<file path="src/rtl/edge_keep_pkg.sv">
package edge_keep_pkg;

  // Bank code is byte address bits [11:6]; these values are fixed by software.
  localparam logic [5:0] BANK_ACK      = 6'h01;
  localparam logic [5:0] BANK_MASK_SET = 6'h03;
  localparam logic [5:0] BANK_MASK_CLR = 6'h04;
  localparam logic [5:0] BANK_SENS_SET = 6'h06;
  localparam logic [5:0] BANK_SENS_CLR = 6'h07;
  localparam logic [5:0] BANK_POL_SET  = 6'h09;
  localparam logic [5:0] BANK_POL_CLR  = 6'h0A;
  localparam logic [5:0] BANK_CTRL     = 6'h0C;

  typedef struct packed {
    logic maskSet;
    logic maskClr;
    logic senseSet;
    logic senseClr;
    logic polSet;
    logic polClr;
    logic ack;
    logic flush;
    logic enable;
    logic edgeMode;
  } strobeT;

  typedef enum logic [2:0] {
    SEL_NONE,
    SEL_STATUS,
    SEL_MASK,
    SEL_SENSE,
    SEL_POL,
    SEL_CTRL
  } rdSelT;

endpackage

</file>
<file path="src/rtl/edge_keep_ctrl.sv">
module edge_keep_ctrl
  import edge_keep_pkg::*;
#(
  parameter int DATA_W = 32
) (
  input  logic              clk,
  input  logic              rst_n,
  input  logic              busWrEn,
  input  logic              busRdEn,
  input  logic [9:0]        addrWord,
  input  logic [2:0]        ctrlWrBits,
  input  logic [DATA_W-1:0] bankRdData,
  output strobeT            strb,
  output rdSelT             rdSel,
  output logic [3:0]        wordSel,
  output logic [DATA_W-1:0] busRdData
);

  logic [5:0] bankCode;
  logic       enReg;
  logic       edgeReg;
  logic       ctrlWr;

  assign bankCode = addrWord[9:4];
  assign wordSel  = addrWord[3:0];
  assign ctrlWr   = busWrEn && (bankCode == BANK_CTRL) && (wordSel == 4'd0);

  always_ff @(posedge clk or negedge rst_n) begin
    if (!rst_n) begin
      enReg   <= 1'b0;
      edgeReg <= 1'b0;
    end else if (ctrlWr) begin
      enReg   <= ctrlWrBits[0];
      edgeReg <= ctrlWrBits[1];
    end
  end

  always_comb begin
    strb          = '0;
    strb.maskSet  = busWrEn && (bankCode == BANK_MASK_SET);
    strb.maskClr  = busWrEn && (bankCode == BANK_MASK_CLR);
    strb.senseSet = busWrEn && (bankCode == BANK_SENS_SET);
    strb.senseClr = busWrEn && (bankCode == BANK_SENS_CLR);
    strb.polSet   = busWrEn && (bankCode == BANK_POL_SET);
    strb.polClr   = busWrEn && (bankCode == BANK_POL_CLR);
    strb.ack      = busWrEn && (bankCode == BANK_ACK);
    strb.flush    = ctrlWr && ctrlWrBits[2];
    strb.enable   = enReg;
    strb.edgeMode = edgeReg;
  end

  always_comb begin
    unique case (bankCode)
      BANK_ACK:                     rdSel = SEL_STATUS;
      BANK_MASK_SET, BANK_MASK_CLR: rdSel = SEL_MASK;
      BANK_SENS_SET, BANK_SENS_CLR: rdSel = SEL_SENSE;
      BANK_POL_SET, BANK_POL_CLR:   rdSel = SEL_POL;
      BANK_CTRL:                    rdSel = (wordSel == 4'd0) ? SEL_CTRL : SEL_NONE;
      default:                      rdSel = SEL_NONE;
    endcase
  end

  always_comb begin
    busRdData = '0;
    if (busRdEn) begin
      if (rdSel == SEL_CTRL) busRdData = {{(DATA_W-2){1'b0}}, edgeReg, enReg};
      else                   busRdData = bankRdData;
    end
  end

  // a single write touches at most one attribute bank
  p_one_bank_r1: assert property (@(posedge clk) disable iff (!rst_n)
    $onehot0({strb.maskSet, strb.maskClr, strb.senseSet, strb.senseClr,
              strb.polSet, strb.polClr, strb.ack}));

  // the flush command never reads back as set
  p_flush_reads_zero_r6: assert property (@(posedge clk) disable iff (!rst_n)
    (busRdEn && rdSel == SEL_CTRL) |-> (busRdData[2] == 1'b0));

endmodule

</file>
<file path="src/rtl/edge_keep_datapath.sv">
module edge_keep_datapath
  import edge_keep_pkg::*;
#(
  parameter int NUM_LINES = 40,
  parameter int DATA_W    = 32
) (
  input  logic                 clk,
  input  logic                 rst_n,
  input  strobeT               strb,
  input  rdSelT                rdSel,
  input  logic [3:0]           wordSel,
  input  logic [DATA_W-1:0]    busWrData,
  input  logic [NUM_LINES-1:0] irqIn,
  output logic [NUM_LINES-1:0] irqOut,
  output logic [DATA_W-1:0]    bankRdData
);

  localparam int NUM_WORDS = (NUM_LINES + DATA_W - 1) / DATA_W;
  localparam int PAD_W     = NUM_WORDS * DATA_W;

  logic [NUM_LINES-1:0] maskReg, senseReg, polReg, statusReg, pulseReg;
  logic [NUM_LINES-1:0] syncA, syncB, prevB;
  logic [NUM_LINES-1:0] wrHit;
  logic [NUM_LINES-1:0] edgeHit, capture;

  genvar gi;
  generate
    for (gi = 0; gi < NUM_LINES; gi++) begin : g_line
      localparam int WORD_IDX = gi / DATA_W;
      localparam int BIT_IDX  = gi % DATA_W;
      assign wrHit[gi] = (wordSel == 4'(WORD_IDX)) && busWrData[BIT_IDX];
    end
  endgenerate

  assign edgeHit = (polReg & syncB & ~prevB) | (~polReg & ~syncB & prevB);
  assign capture = {NUM_LINES{strb.enable && strb.edgeMode}} & ~maskReg & ~senseReg & edgeHit;

  always_ff @(posedge clk or negedge rst_n) begin
    if (!rst_n) begin
      syncA <= '0;
      syncB <= '0;
      prevB <= '0;
    end else begin
      syncA <= irqIn;
      syncB <= syncA;
      prevB <= syncB;
    end
  end

  always_ff @(posedge clk or negedge rst_n) begin
    if (!rst_n) begin
      maskReg  <= '1;
      senseReg <= '0;
      polReg   <= '0;
    end else begin
      if (strb.maskSet)  maskReg  <= maskReg | wrHit;
      if (strb.maskClr)  maskReg  <= maskReg & ~wrHit;
      if (strb.senseSet) senseReg <= senseReg | wrHit;
      if (strb.senseClr) senseReg <= senseReg & ~wrHit;
      if (strb.polSet)   polReg   <= polReg | wrHit;
      if (strb.polClr)   polReg   <= polReg & ~wrHit;
    end
  end

  logic [NUM_LINES-1:0] ackClr;
  assign ackClr = strb.ack ? wrHit : '0;

  always_ff @(posedge clk or negedge rst_n) begin
    if (!rst_n) begin
      statusReg <= '0;
      pulseReg  <= '0;
    end else begin
      pulseReg  <= strb.flush ? statusReg : '0;
      statusReg <= (statusReg & ~ackClr & ~{NUM_LINES{strb.flush}}) | capture;
    end
  end

  assign irqOut = strb.enable ? pulseReg : irqIn;

  logic [PAD_W-1:0] padSel;
  always_comb begin
    unique case (rdSel)
      SEL_STATUS: padSel = PAD_W'(statusReg);
      SEL_MASK:   padSel = PAD_W'(maskReg);
      SEL_SENSE:  padSel = PAD_W'(senseReg);
      SEL_POL:    padSel = PAD_W'(polReg);
      default:    padSel = '0;
    endcase
    if (32'(wordSel) < NUM_WORDS) bankRdData = padSel[32'(wordSel)*DATA_W +: DATA_W];
    else                          bankRdData = '0;
  end

  // a newly recorded line was unmasked in the cycle it was captured
  p_masked_no_record_r4: assert property (@(posedge clk) disable iff (!rst_n)
    ((statusReg & ~$past(statusReg) & $past(maskReg)) == '0));

  // nothing is recorded while the block was disabled
  p_disabled_no_record_r8: assert property (@(posedge clk) disable iff (!rst_n)
    !$past(strb.enable) |-> ((statusReg & ~$past(statusReg)) == '0));

  // pulses toward the parent only follow a flush command
  p_pulse_after_flush_r6: assert property (@(posedge clk) disable iff (!rst_n)
    (|pulseReg) |-> $past(strb.flush));

  // after a flush only fresh captures remain recorded
  p_flush_clears_r6: assert property (@(posedge clk) disable iff (!rst_n)
    $past(strb.flush) |-> ((statusReg & ~$past(capture)) == '0));

endmodule

</file>
<file path="src/rtl/edge_keep_irq.sv">
module edge_keep_irq
  import edge_keep_pkg::*;
#(
  parameter int NUM_LINES = 40
) (
  input  logic                 clk,
  input  logic                 rst_n,
  input  logic                 busWrEn,
  input  logic                 busRdEn,
  input  logic [11:0]          busAddr,
  input  logic [31:0]          busWrData,
  output logic [31:0]          busRdData,
  input  logic [NUM_LINES-1:0] irqIn,
  output logic [NUM_LINES-1:0] irqOut
);

  localparam int DATA_W = 32;

  strobeT            strb;
  rdSelT             rdSel;
  logic [3:0]        wordSel;
  logic [DATA_W-1:0] bankRdData;

  edge_keep_ctrl #(.DATA_W(DATA_W)) u_ctrl (
    .clk        (clk),
    .rst_n      (rst_n),
    .busWrEn    (busWrEn),
    .busRdEn    (busRdEn),
    .addrWord   (busAddr[11:2]),
    .ctrlWrBits (busWrData[2:0]),
    .bankRdData (bankRdData),
    .strb       (strb),
    .rdSel      (rdSel),
    .wordSel    (wordSel),
    .busRdData  (busRdData)
  );

  edge_keep_datapath #(.NUM_LINES(NUM_LINES), .DATA_W(DATA_W)) u_dp (
    .clk        (clk),
    .rst_n      (rst_n),
    .strb       (strb),
    .rdSel      (rdSel),
    .wordSel    (wordSel),
    .busWrData  (busWrData),
    .irqIn      (irqIn),
    .irqOut     (irqOut),
    .bankRdData (bankRdData)
  );

endmodule

</file>
<file path="config.mk">
export PLATFORM = sky130hd
export DESIGN_NAME = edge_keep_irq
export DESIGN_NICKNAME = d
export VERILOG_FILES = /design/src/rtl/edge_keep_pkg.sv /design/src/rtl/edge_keep_ctrl.sv /design/src/rtl/edge_keep_datapath.sv /design/src/rtl/edge_keep_irq.sv
export SDC_FILE = /design/constraint.sdc
export NUM_CORES = 1
export LEC_CHECK = 0
export CORE_MARGIN = 10
export CORE_UTILIZATION = 35
export CTS_CLUSTER_SIZE = 24
export DETAILED_ROUTE_END_ITERATION = 10
export DONT_BUFFER_PORTS = 1
export PLACE_DENSITY_LB_ADDON = 0.25
export SETUP_SLACK_MARGIN = 0.4
export SLEW_MARGIN = 10
export SYNTH_ARGS = -nofsm -noshare
export SYNTH_HDL_FRONTEND = slang
export SYNTH_SLANG_ARGS = --single-unit
</file>
<file path="constraint.sdc">
create_clock -name clk -period 2.14 [get_ports clk]
set_input_delay 0.214 -clock clk [delete_from_list [all_inputs] [get_ports clk]]
set_output_delay 0.214 -clock clk [all_outputs]
set_load 0.005 [all_outputs]
</file>
; Yosys cells after proc, flatten, opt, wreduce, memory -nomap -nowiden
; Cells that the tools add are included.
[word_totals]
input_bits = 88
out_inout_bits = 72
wordCells = 124
regBits = 322
[classes]
eq_ne = 14
shift = 1
mux = 15
n_bitwise = 25
n_reduce_logical = 58
magnitude_cmp = 1
[op_table]
columns = op, n
row1 = $and A40 B40 Y40, 12
row2 = $mux W40, 9
row3 = $not A40 Y40, 8
row4 = $or A40 B40 Y40, 5
row5 = $pmux W40 S4, 1
row6 = $mux W32, 3
row7 = $shiftx A64 B10 Y32, 1
row8 = $logic_and A1 B1 Y1, 51
row9 = $eq A6 B3 Y1 const B, 3
row10 = $eq A6 B4 Y1 const B, 3
row11 = $pmux W3 S5, 1
row12 = $eq A3 B2 Y1 const B, 2
row13 = $eq A3 B3 Y1 const B, 2
row14 = $eq A6 B1 Y1 const B, 1
row15 = $eq A6 B2 Y1 const B, 1
row16 = $reduce_bool A2 Y1, 3
row17 = $reduce_or A2 Y1, 3
row18 = $eq A4 B1 Y1 const B, 1
row19 = $logic_not A4 Y1, 1
row20 = $lt A4 B2 Y1 const B, 1
row21 = $eq A3 B1 Y1 const B, 1
row22 = $mux W3, 1

; Longest topological paths before layout
[depth]
depth_word = 9
depth_mapped = 9
depth_no_buf = 5

; Cells and area by module
; From an unflattened synthesis, not the netlist that was laid out.
[unflattened]
hier_cells = 1301
hier_area_um2 = 14453.9
[modules_own_cells]
columns = module, instances, cells_per_inst, area_each_um2, seq_area_each_um2
row1 = edge_keep_datapath, 1, 1220, 13893.3, 8057.7
row2 = edge_keep_ctrl, 1, 81, 560.5, 50.0

; Least setup slack after synthesis
; OpenSTA, ideal clock, no wires.
[synth_timing]
kind = input to output
start = input port busAddr[6]
end = output port busRdData[0]
stages = 7
setup_slack_ps = 159
required_time_ps = 1926
path_buffers = 2
arrival_time_ps = 1767
cell_sequence = buf_4 -> xor2_2 -> o21ai_2 -> or4b_4 -> buf_6 -> o21bai_1 -> o31ai_1
[synth_between]
elab_chain_len = 9
elab_cells_between_ends = 22
cone_classes = eq/ne: 13 / shift: 1 / mux: 5 / reduce/logical: 3
[synth_lines]
columns = element, line
row1 = start: declaration, edge_keep_irq.sv:10  ; input logic [11:0] busAddr,
row2 = $eq A6 B4 Y1 (tied with other cells), edge_keep_ctrl.sv:53  ; unique case (bankCode)
row3 = $reduce_or A2 Y1, edge_keep_ctrl.sv:53
row4 = $pmux W3 S5 *, edge_keep_ctrl.sv:53
row5 = $eq A3 B3 Y1 (tied with other cells), edge_keep_datapath.sv:82  ; unique case (rdSel)
row6 = $pmux W40 S4, edge_keep_datapath.sv:82
row7 = $shiftx A64 B10 Y32, edge_keep_datapath.sv:89  ; if (32'(wordSel) < NUM_WORDS) bankRdData = padSel[32'(wordSel)*DATA_W +: DATA_W];
row8 = $mux W32, edge_keep_datapath.sv:89
row9 = $mux W32 *, edge_keep_ctrl.sv:66  ; if (rdSel == SEL_CTRL) busRdData = {{(DATA_W-2){1'b0}}, edgeReg, enReg};
row10 = $mux W32 *, edge_keep_ctrl.sv:65  ; if (busRdEn) begin
row11 = end: declaration, edge_keep_irq.sv:12  ; output logic [31:0] busRdData,
; Mark *: on every way between the ends. The rest lies on a longest branch, timed or not.

; Final worst setup path
[layout_timing]
start = register u_dp.statusReg[3]
end = output port busRdData[3]
[layout_between]
elab_chain_len = 5
[layout_lines]
columns = element, line
row1 = start: declaration, edge_keep_datapath.sv:21  ; logic [NUM_LINES-1:0] maskReg, senseReg, polReg, statusReg, pulseReg;
row2 = start signal: assignment, edge_keep_datapath.sv:74  ; statusReg <= (statusReg & ~ackClr & ~{NUM_LINES{strb.flush}}) | capture;
row3 = $pmux W40 S4, edge_keep_datapath.sv:82
row4 = $shiftx A64 B10 Y32, edge_keep_datapath.sv:89
row5 = $mux W32, edge_keep_datapath.sv:89
row6 = $mux W32, edge_keep_ctrl.sv:66
row7 = $mux W32, edge_keep_ctrl.sv:65
; Every way passes these cells.

==> out/results.tsv <==
metric	value	unit
critPathArrivalTime	1.94	ns
ys_top_cells_by_count	dfrtp_1 (282), o21ai_0 (199), nand2_1 (127)	
syn-num-nets	1341	
dr.pass1.iters	6	
nNetsFinal	1442	
synth_top_family_by_area	compound AO/OA/AOI/OAI gates	
antenna_found_initial	3	
yosys.area_share.simple	0.123	
clock-sinks	322	
yosysTopAreaCell	dfrtp_1	
cp_slowest_cell	dfrtp_1	
fp.dieH	216	um
r2r-end	u_dp.statusReg[22]	
synth_warnings	0	
num_rows	71	
rsz0062_at_grt	yes	
top_usage_layer	met2	
io_pins	160	
die_w	216	um
start_kind	flop	
grt_max_degree	323	
placed_area	14400	um2
syn_area_per_cell	10.8	um2
dp_hpwl	25.8	mm
max-cap-violations	0	
gr-total-overflow	0	
worst_path_dominant_cell_family	compound AO/OA/AOI/OAI gates	
r2r_setup_slack	0.48	ns
track_usage	0.191	
wirelength	45.3	mm
path_clk_slew	0.06	ns
violations	negative hold slack, negative setup slack	
worstSetupPathType	flop to output port	
p_leak	0.00692	uW
synthToLayoutAreaGrowth	29.6	%
dp.cells	1719	
end_kind	output port	
die_area	46800	um2
maxSlewViolCount	0	
power	13200	uW
synth_async_sr_flop_share	1.00	
path_cells	a22o_1 > o32ai_2 > a2111oi_4 > buf_4 > buf_6	
seq_area_frac_synth	0.601	
critPathRequiredTime	1.93	ns
yosys_most_used_dff	dfrtp_1	
grt_pass1_vias	11116	
drc_errors	0	
layout_setup_ws	-0.0104	ns
final_area	17500	um2
cts_inserted_buffers	37	
power_density	756	nW/um2
vias	10736	
wl_per_cell	23.9	um
cts_root_buf	clkbuf_16	
drive_above_1_share	0.222	
drt_iter0_markers	1177	
hold_viol_final	300	
setup_viol	2	
clock_tree.buffer_depth	3	
synth_cells	1253	
fin_skew	0.0174	ns
crit_buf_inv	2	
holdWs	-0.635	ns
slew_headroom	0.0372	
min_period	2.15	ns
tightest_slew	1.44	ns
coreArea	37800	um2
ctsHoldBuffers	74	
yosys.area_share.xor_xnor	0.00121	
vdd_ir_drop_max	0.421	mV
vias_per_cell	5.67	
max_freq	0.465	GHz
ys_ff_latch	322	
grt.met1_usage	0.254	
hold_path_class	input pin to async pin	
grt_util_met3	0.0432	
gp_congestion	0.799	
synthTopCellsByArea	dfrtp_1 (52%), dfstp_2 (7.8%), o21ai_0 (7.4%)	
worstSetupStartpoint	u_dp.statusReg[3]	
cp_max_fo	2	
htreeDepth	2	
synth-edff-count	0	
synth_top_cell_area_share	0.523	
ant_nets	0	
r2r-start	u_ctrl.enReg	
rr_worst_depth	6	
port_buffers	0	
synth_cell_type_count	55	
synthAdderAreaFrac	0	
max_stage_delay	0.38	ns
cts_tree	yes	
synth.area.mux_share	0.0334	
outcome	finished with violations	
grt_use_met2	0.300	
fin_util	0.462	
clkLatencyLatePin	0.55	ns
initial_core_util	0.356	
grt_pass1_wl	69.5	mm
synth_most_common_cell	dfrtp_1	
synth_area	13500	um2
fin_crit_sh	1.00	
final_cells	1895	
synth_compound_area_frac	0.211	
-- worst reg2reg max path: stages (launching register included) --
cell and delay, ns:
dfrtp_2 0.39, buf_12 0.13, buf_4 0.11, nand2_4 0.12
clkbuf_16 0.25, or4_1 0.48, o21ai_0 0.09
-- metal layers --
layer	part of all wire	vias to the layer above
li1	-	4866
met1	0.43	5330
met2	0.46	449
met3	0.078	89
met4	0.031	2
met5	0.00029	-
-- how the worst max path moves through the flow --
stage	cells after the start	to
2_1_floorplan	7	busRdData[0]
3_3_place_gp	7	busRdData[5]
3_5_place_dp	7	busRdData[5]
4_1_cts	5	busRdData[3]
5_1_grt	5	busRdData[3]
6_report	5	busRdData[3]
-- where the power goes --
part / internal, uW / switching, uW / total, uW
Clock: 3590 / 2550 / 6140
Sequential: 6300 / 132 / 6430
Combinational: 326 / 310 / 636
Total: 10200 / 3000 / 13200
-- cell families after synthesis --
group,Yosys count
AOI/OAI and AO/OA,452
xor gates and xnor gates,1
buffers and inverters,101
DFF,322
muxes,40
and+or+nand+nor,337
-- placed cells by master (no fill, tap or decap), types with 17 or more instances in the layout --
cell type | synthesis | final
dfrtp_1 | 282 | 281
o21ai_0 | 199 | 199
o31ai_1 | 124 | 122
nand2_1 | 127 | 121
nor2_1 | 85 | 84
dlygate4sd3_1 | 0 | 72
buf_4 | 1 | 45
and3_1 | 45 | 42
a21oi_1 | 66 | 41
mux2_4 | 0 | 40
dfstp_2 | 40 | 40
clkbuf_16 | 0 | 40
or4_1 | 38 | 38
a222oi_1 | 24 | 24
a21oi_4 | 0 | 23
buf_12 | 0 | 17
-- cell type report --
type                       instances  area [um2]
clock inverter                    12        80.1
antenna                            2        5.00
tap                              511         639
inverter                           6        22.5
fill                            3493       20400
sequential                       322        8110
multi-input combinational        830        5700
clock buffer                      55        1100
timing repair buffer             157        1820
-- per-stage QoR --
stage / setup TNS, ns / setup slack [ns] / hold slack, ns
CTS: -0.0301 / -0.0153 / -0.653
global route: -0.154 / -0.0644 / -0.654
global placement: -0.209 / -0.159 / -0.0681
finish: -0.0135 / -0.0104 / -0.635
detailed placement: -0.282 / -0.189 / -0.0694
floorplan: 0 / 0.290 / -0.0816
-- what timing repair did --
action,4_1_cts,5_1_grt
endpoints found under the setup margin,72,103
buffers inserted,22,5
gates resized for setup,132,20
hold endpoints to repair,524,322
pin swaps,29,5
gates cloned,4,2
Note: power is estimated with default switching activity, not from simulation.
